### src/rtl/gpio_pkg.sv
package gpio_pkg;

  localparam int ADDR_W = 3;

  typedef enum logic [1:0] {
    TRG_LOW  = 2'b00,
    TRG_HIGH = 2'b01,
    TRG_RISE = 2'b10,
    TRG_FALL = 2'b11
  } trig_mode_e;

  localparam logic [ADDR_W-1:0] A_DOUT    = 3'd0;
  localparam logic [ADDR_W-1:0] A_DIR     = 3'd1;
  localparam logic [ADDR_W-1:0] A_PAD     = 3'd2;
  localparam logic [ADDR_W-1:0] A_TRIG_LO = 3'd3;
  localparam logic [ADDR_W-1:0] A_TRIG_HI = 3'd4;
  localparam logic [ADDR_W-1:0] A_IEN     = 3'd5;
  localparam logic [ADDR_W-1:0] A_PEND    = 3'd6;

endpackage

### src/rtl/gpio_rst_sync.sv
module gpio_rst_sync (
  input  logic clk,
  input  logic rst_n,
  output logic rst_sync_n
);

  logic [1:0] stg_q;
  logic [1:0] stg_d;

  always_comb begin
    stg_d = {stg_q[0], 1'b1};
  end

  always_ff @(posedge clk or negedge rst_n) begin
    if (!rst_n) stg_q <= '0;
    else        stg_q <= stg_d;
  end

  assign rst_sync_n = stg_q[1];

endmodule

### src/rtl/gpio_sync.sv
module gpio_sync #(
  parameter int W = 32
) (
  input  logic         clk,
  input  logic         rst_n,
  input  logic [W-1:0] din,
  output logic [W-1:0] cur,
  output logic [W-1:0] prev
);

  logic [W-1:0] s1_q, s2_q, s3_q;
  logic [W-1:0] s1_d, s2_d, s3_d;

  always_comb begin
    s1_d = din;
    s2_d = s1_q;
    s3_d = s2_q;
  end

  always_ff @(posedge clk or negedge rst_n) begin
    if (!rst_n) begin
      s1_q <= '0;
      s2_q <= '0;
      s3_q <= '0;
    end else begin
      s1_q <= s1_d;
      s2_q <= s2_d;
      s3_q <= s3_d;
    end
  end

  assign cur  = s2_q;
  assign prev = s3_q;

endmodule

### src/rtl/gpio_pin_event.sv
module gpio_pin_event
  import gpio_pkg::*;
(
  input  trig_mode_e mode,
  input  logic       cur,
  input  logic       prev,
  output logic       edge_hit,
  output logic       level_hit
);

  always_comb begin
    edge_hit  = 1'b0;
    level_hit = 1'b0;
    unique case (mode)
      TRG_LOW:  level_hit = !cur;
      TRG_HIGH: level_hit = cur;
      TRG_RISE: edge_hit  = cur && !prev;
      TRG_FALL: edge_hit  = !cur && prev;
      default:  ;
    endcase
  end

endmodule

### src/rtl/gpio_pend.sv
module gpio_pend #(
  parameter int NPIN = 32,
  localparam int HALF = NPIN / 2
) (
  input  logic            clk,
  input  logic            rst_n,
  input  logic [NPIN-1:0] edge_hit,
  input  logic [NPIN-1:0] level_hit,
  input  logic [NPIN-1:0] clr,
  input  logic [NPIN-1:0] kill,
  input  logic [NPIN-1:0] ien,
  output logic [NPIN-1:0] pend,
  output logic            irq_lo,
  output logic            irq_hi
);

  logic [NPIN-1:0] pend_q, pend_d, set_v, keep_v;

  always_comb begin
    // edge events beat a clearing write; level conditions yield for one cycle
    set_v  = (edge_hit | (level_hit & ~clr)) & ~kill;
    keep_v = pend_q & ~clr & ~kill;
    pend_d = keep_v | set_v;
  end

  always_ff @(posedge clk or negedge rst_n) begin
    if (!rst_n) pend_q <= '0;
    else        pend_q <= pend_d;
  end

  assign pend   = pend_q;
  assign irq_lo = |(pend_q[HALF-1:0]    & ien[HALF-1:0]);
  assign irq_hi = |(pend_q[NPIN-1:HALF] & ien[NPIN-1:HALF]);

endmodule

### src/rtl/gpio32_port.sv
module gpio32_port
  import gpio_pkg::*;
#(
  parameter int NPIN = 32,
  localparam int HALF = NPIN / 2
) (
  input  logic              clk,
  input  logic              rst_n,
  input  logic [ADDR_W-1:0] bus_addr,
  input  logic              bus_we,
  input  logic [NPIN-1:0]   bus_wdata,
  output logic [NPIN-1:0]   bus_rdata,
  input  logic [NPIN-1:0]   pin_in,
  output logic [NPIN-1:0]   pin_out,
  output logic [NPIN-1:0]   pin_oe,
  output logic              irq_lo,
  output logic              irq_hi
);

  logic rst_sync_n;

  gpio_rst_sync i_rst (
    .clk       (clk),
    .rst_n     (rst_n),
    .rst_sync_n(rst_sync_n)
  );

  // register file
  logic [NPIN-1:0] dout_q, dir_q, trig_lo_q, trig_hi_q, ien_q;
  logic [NPIN-1:0] dout_d, dir_d, trig_lo_d, trig_hi_d, ien_d;
  logic wr_dout, wr_dir, wr_trig_lo, wr_trig_hi, wr_ien, wr_pend;

  always_comb begin
    wr_dout    = bus_we && (bus_addr == A_DOUT);
    wr_dir     = bus_we && (bus_addr == A_DIR);
    wr_trig_lo = bus_we && (bus_addr == A_TRIG_LO);
    wr_trig_hi = bus_we && (bus_addr == A_TRIG_HI);
    wr_ien     = bus_we && (bus_addr == A_IEN);
    wr_pend    = bus_we && (bus_addr == A_PEND);
  end

  always_comb begin
    dout_d    = wr_dout    ? bus_wdata : dout_q;
    dir_d     = wr_dir     ? bus_wdata : dir_q;
    trig_lo_d = wr_trig_lo ? bus_wdata : trig_lo_q;
    trig_hi_d = wr_trig_hi ? bus_wdata : trig_hi_q;
    ien_d     = wr_ien     ? bus_wdata : ien_q;
  end

  always_ff @(posedge clk or negedge rst_sync_n) begin
    if (!rst_sync_n) begin
      dout_q    <= '0;
      dir_q     <= '0;
      trig_lo_q <= '0;
      trig_hi_q <= '0;
      ien_q     <= '0;
    end else begin
      dout_q    <= dout_d;
      dir_q     <= dir_d;
      trig_lo_q <= trig_lo_d;
      trig_hi_q <= trig_hi_d;
      ien_q     <= ien_d;
    end
  end

  // pad input path
  logic [NPIN-1:0] pin_cur, pin_prev;

  gpio_sync #(.W(NPIN)) i_sync (
    .clk  (clk),
    .rst_n(rst_sync_n),
    .din  (pin_in),
    .cur  (pin_cur),
    .prev (pin_prev)
  );

  // per-pin trigger decode and reconfiguration kill
  logic [NPIN-1:0] edge_hit, level_hit, kill, clr, any_hit, pend;

  for (genvar n = 0; n < NPIN; n++) begin : g_pin
    logic [1:0] fld_now;
    logic [1:0] fld_new;
    logic       fld_wr;
    if (n < HALF) begin : g_lo
      assign fld_now = trig_lo_q[2*n +: 2];
      assign fld_wr  = wr_trig_lo;
    end else begin : g_hi
      assign fld_now = trig_hi_q[2*(n-HALF) +: 2];
      assign fld_wr  = wr_trig_hi;
    end
    assign fld_new = bus_wdata[2*(n%HALF) +: 2];
    assign kill[n] = fld_wr && (fld_new != fld_now);

    gpio_pin_event i_evt (
      .mode     (trig_mode_e'(fld_now)),
      .cur      (pin_cur[n]),
      .prev     (pin_prev[n]),
      .edge_hit (edge_hit[n]),
      .level_hit(level_hit[n])
    );
  end

  assign clr     = wr_pend ? bus_wdata : '0;
  assign any_hit = edge_hit | level_hit;

  gpio_pend #(.NPIN(NPIN)) i_pend (
    .clk      (clk),
    .rst_n    (rst_sync_n),
    .edge_hit (edge_hit),
    .level_hit(level_hit),
    .clr      (clr),
    .kill     (kill),
    .ien      (ien_q),
    .pend     (pend),
    .irq_lo   (irq_lo),
    .irq_hi   (irq_hi)
  );

  // read path
  always_comb begin
    bus_rdata = '0;
    case (bus_addr)
      A_DOUT:    bus_rdata = dout_q;
      A_DIR:     bus_rdata = dir_q;
      A_PAD:     bus_rdata = pin_cur;
      A_TRIG_LO: bus_rdata = trig_lo_q;
      A_TRIG_HI: bus_rdata = trig_hi_q;
      A_IEN:     bus_rdata = ien_q;
      A_PEND:    bus_rdata = pend;
      default:   bus_rdata = '0;
    endcase
  end

  assign pin_out = dout_q;
  assign pin_oe  = dir_q;

endmodule

### config.mk
export PLATFORM = sky130hd
export DESIGN_NAME = gpio32_port
export DESIGN_NICKNAME = d
export VERILOG_FILES = /design/src/rtl/gpio_pkg.sv /design/src/rtl/gpio_rst_sync.sv /design/src/rtl/gpio_sync.sv /design/src/rtl/gpio_pin_event.sv /design/src/rtl/gpio_pend.sv /design/src/rtl/gpio32_port.sv
export SDC_FILE = /design/constraint.sdc
export NUM_CORES = 1
export LEC_CHECK = 0
export BUFFER_PORTS_ARGS = -buffer_cell sky130_fd_sc_hd__buf_2
export CAP_MARGIN = 0
export CORE_ASPECT_RATIO = 0.7
export CORE_UTILIZATION = 50
export CTS_BUF_LIST = sky130_fd_sc_hd__clkbuf_16
export CTS_CLUSTER_DIAMETER = 50
export DETAILED_ROUTE_END_ITERATION = 7
export PLACE_DENSITY = 0.73
export SETUP_SLACK_MARGIN = 0.5
export SYNTH_ARGS = -nofsm -noshare
export SYNTH_HDL_FRONTEND = slang
export SYNTH_HIERARCHICAL = 1
export SYNTH_SLANG_ARGS = --single-unit
### constraint.sdc
create_clock -name clk -period 11.6 [get_ports clk]
set_input_delay 1.16 -clock clk [delete_from_list [all_inputs] [get_ports clk]]
set_output_delay 1.16 -clock clk [all_outputs]
set_load 0.005 [all_outputs]
==> reports/metrics.yaml <==
status:
  status: "finished, final reports clean"
synthesis:
  syn_area_um2: 14100
  synth_edf_count: 0
  ys_seq_area_share_pct: 51.5
  ys_types: 36
  ys_ff_latch: 290
  netlist_instances: 1165
  synthArstFlopShare_pct: 100
  syn_nets: 1235
  synth_warnings: 6
  synth_flop_cell: "dfrtp_1"
  synth.avg_cell_area_um2: 12.1
timing:
  min_period_ps: 4880
  max_freq_mhz: 205
  finalMaxSlewViolations: 0
  fin_tns_setup_ps: 0
  rsz0062_at_grt: "false"
  final.period_utilization_pct: 42.0
  hold_viol: 0
  worst_slew_pin_slew_ps: 1090
  fin_ws_ps: 6720
  fin_skew_ps: 18.0
  setup_viol: 0
  maxSlewHeadroom_pct: 27.1
worst_setup_path:
  r2r_slack_ps: 9130
  crit_type: "in -> out"
  cp-end-kind: "output pin"
  required_ps: 10440
  startpoint: "bus_addr[1]"
  arrival_ps: 3720
  reg2reg_to: "trig_hi_q[20]"
  cp_max_fo: 54
  reg2reg_depth: 2
  crit-reg2reg-launch: "i_rst/stg_q[1]"
  startpoint_type: "primary input"
grt:
  grt_usage_pct: 26.8
  grt_pass1_vias: 9880
  overflow: 0
  grt_max_degree: 184
  grt_pass1_wl_um: 58900
  grt_antenna_before_repair: 0
power:
  ir_worst_vdd_uv: 128
  clock_power_share_pct: 33.3
  swShare_pct: 29.9
  pwr-share-comb_pct: 19.2
  pwr-share-seq_pct: 47.4
  p_per_area_nw_per_um2: 184
  p_int_mw: 2.08
  p_leak_nw: 7.01
  power.switching_mw: 0.889
route:
  ant_nets: 0
  wl_um: 38200
  dr_total_vias: 10100
  drc: 0
  wl_per_cell_um: 22.8
  drtIter0Drc: 820
  dr.pass1.iters: 7
  viasPerCell: 6.01
clock_tree:
  clock_latency_ps: 570
  clkSinkCount: 290
  numCtsBuffers: 30
  htreeDepth: 1
  cts_tree: "done"
  clk_pin_slew_ps: 60
  root_buffer: "clkbuf_16"
  post_cts_buffers: 0
  cts_resized: 0
  clk_path_buf_depth: 3
  cts_hold_buf: 0
finish:
  fillCellCount: 2228
  diodes: 0
  final_cells: 1677
  area_delta_synth_final_pct: 14.7
  nNetsFinal: 1361
  multiInputGateArea_um2: 6340
  drive_gt1_share_pct: 32.6
  ff_latch_area_um2: 7260
hold_path:
  hp-class: "reg -> async"
placement:
  routabilityCongestion: 0.873
  preCtsSetupSlack_ps: 6790
  port_buffers: 167
  hpwl_um: 25900
  post-place-cells: 1623
die:
  initial_core_util_pct: 51.7
  rows: 50
  core-area_um2: 27200
  die_x_um: 203
  dieArea_um2: 28800
  io_pins: 168
  die_h_um: 142
job:
  maxCapViolCount: 0
[synth_stat cells, drive strengths merged (8+ instances only)]
| master | n | area, um^2 |
|---|---|---|
| mux2 | 192 | 2160 |
| mux2i | 49 | 490 |
| nand4b | 32 | 280 |
| o221ai | 19 | 166 |
| a21oi | 65 | 325 |
| clkbuf | 17 | 63.8 |
| nand3 | 17 | 85.1 |
| o21ai | 13 | 65.1 |
| inv | 33 | 124 |
| buf | 70 | 312 |
| a22o | 8 | 70.1 |
| a221oi | 8 | 120 |
| o21a | 31 | 233 |
| nor2 | 34 | 128 |
| and2 | 32 | 200 |
| a222oi | 13 | 130 |
| dfrtp | 290 | 7260 |
| nand4bb | 32 | 360 |
| xor2 | 32 | 280 |
| o21bai | 32 | 240 |
| nand3b | 14 | 105 |
| nand2 | 51 | 191 |
| xnor2 | 64 | 561 |
[power by group through the flow]
stage | sequential (mW) | clock, mW | combinational, mW
floorplan | 1.35 | 0 | 0.392
global placement | 1.41 | 0 | 0.555
detailed placement | 1.42 | 0 | 0.570
CTS | 1.40 | 1.01 | 0.573
global route | 1.43 | 1.05 | 0.627
finish | 1.41 | 0.990 | 0.572
[placed cells by master (no fill, tap or decap), types with 2 or more instances in the layout]
master,Yosys,routed
buf_2,33,165
or2_1,3,2
a222oi_1,13,13
nor2_1,34,33
buf_4,2,15
bufinv_16,0,5
o21bai_1,32,32
mux2i_1,49,49
nand4bb_1,32,32
nand4b_1,32,32
mux2_2,190,190
mux2_1,2,2
nor2b_1,2,2
o221ai_1,19,19
a221oi_2,8,8
clkinv_2,0,2
and2_1,32,32
clkinv_1,0,4
nand4_1,2,2
clkbuf_16,0,30
dfrtp_1,290,289
nand2b_1,3,3
nand2_1,51,51
nand3_1,17,17
inv_1,33,40
xor2_1,32,32
clkinvlp_4,0,3
o21a_1,31,31
a21oi_1,65,65
o21ai_0,13,13
xnor2_1,64,64
and3b_1,2,2
a22o_1,8,8
nand3b_1,14,14
[per-stage QoR]
stage	hold WS, ps	power, mW	instance area (um^2)	util, %
2_1_floorplan	331	1.74	14100	-
3_3_place_gp	314	1.96	15100	55.6
3_5_place_dp	322	1.99	15100	55.6
4_1_cts	325	2.98	16100	59.3
5_1_grt	351	3.10	16100	59.3
6_report	305	2.97	16100	59.3
[cell families after synthesis]
logic type,Yosys count,share of synthesized area [%]
AOI/OAI and AO/OA,189,9.59
buffers and inverters,120,3.55
and+or+nand+nor,227,10.3
muxes,242,19.0
DFF,290,51.5
xor gates and xnor gates,96,5.97
other,1,0.0266
[final cells by class]
cell class                 instances  area share, %
sequential                       290           45.0
multi-input combinational        755           39.2
timing repair buffer             181           5.94
clock buffer                      30           4.65
tap                              364           2.82
clock inverter                    24           1.61
inverter                          33          0.767
[sequential cells by signal, indices dropped and copies added, names as in the netlist]
register / cells
i_pend/pend: 32
pin_oe: 32
pin_out: 32
i_sync/prev: 32
ien_q: 32
i_sync/s1_q: 32
trig_lo_q: 32
i_rst/stg_q: 2
trig_hi_q: 32
i_sync/cur: 32
[per-layer routing]
layer / GRT usage (%) / vias to the layer above / part of all wire, %
met5: 0 / - / 0
met4: 7.12 / 0 / 2.2
met3: 6.02 / 53 / 7.7
met2: 38.7 / 393 / 43
met1: 40.2 / 5230 / 48
li1: - / 4406 / -
[worst max-delay path by stage]
stage / endpoint / depth (start not counted)
CTS: bus_rdata[13] / 6
finish: bus_rdata[13] / 6
global route: bus_rdata[13] / 6
floorplan: i_pend/pend[0] / 0
global placement: bus_rdata[11] / 6
detailed placement: bus_rdata[13] / 6
[critical path, stage by stage]
cell,delay [ps]
buf_4,490
buf_4,640
and3b_1,470
a222oi_1,490
o21ai_0,200
buf_2,180
Power figures use the tool's default switching activity.
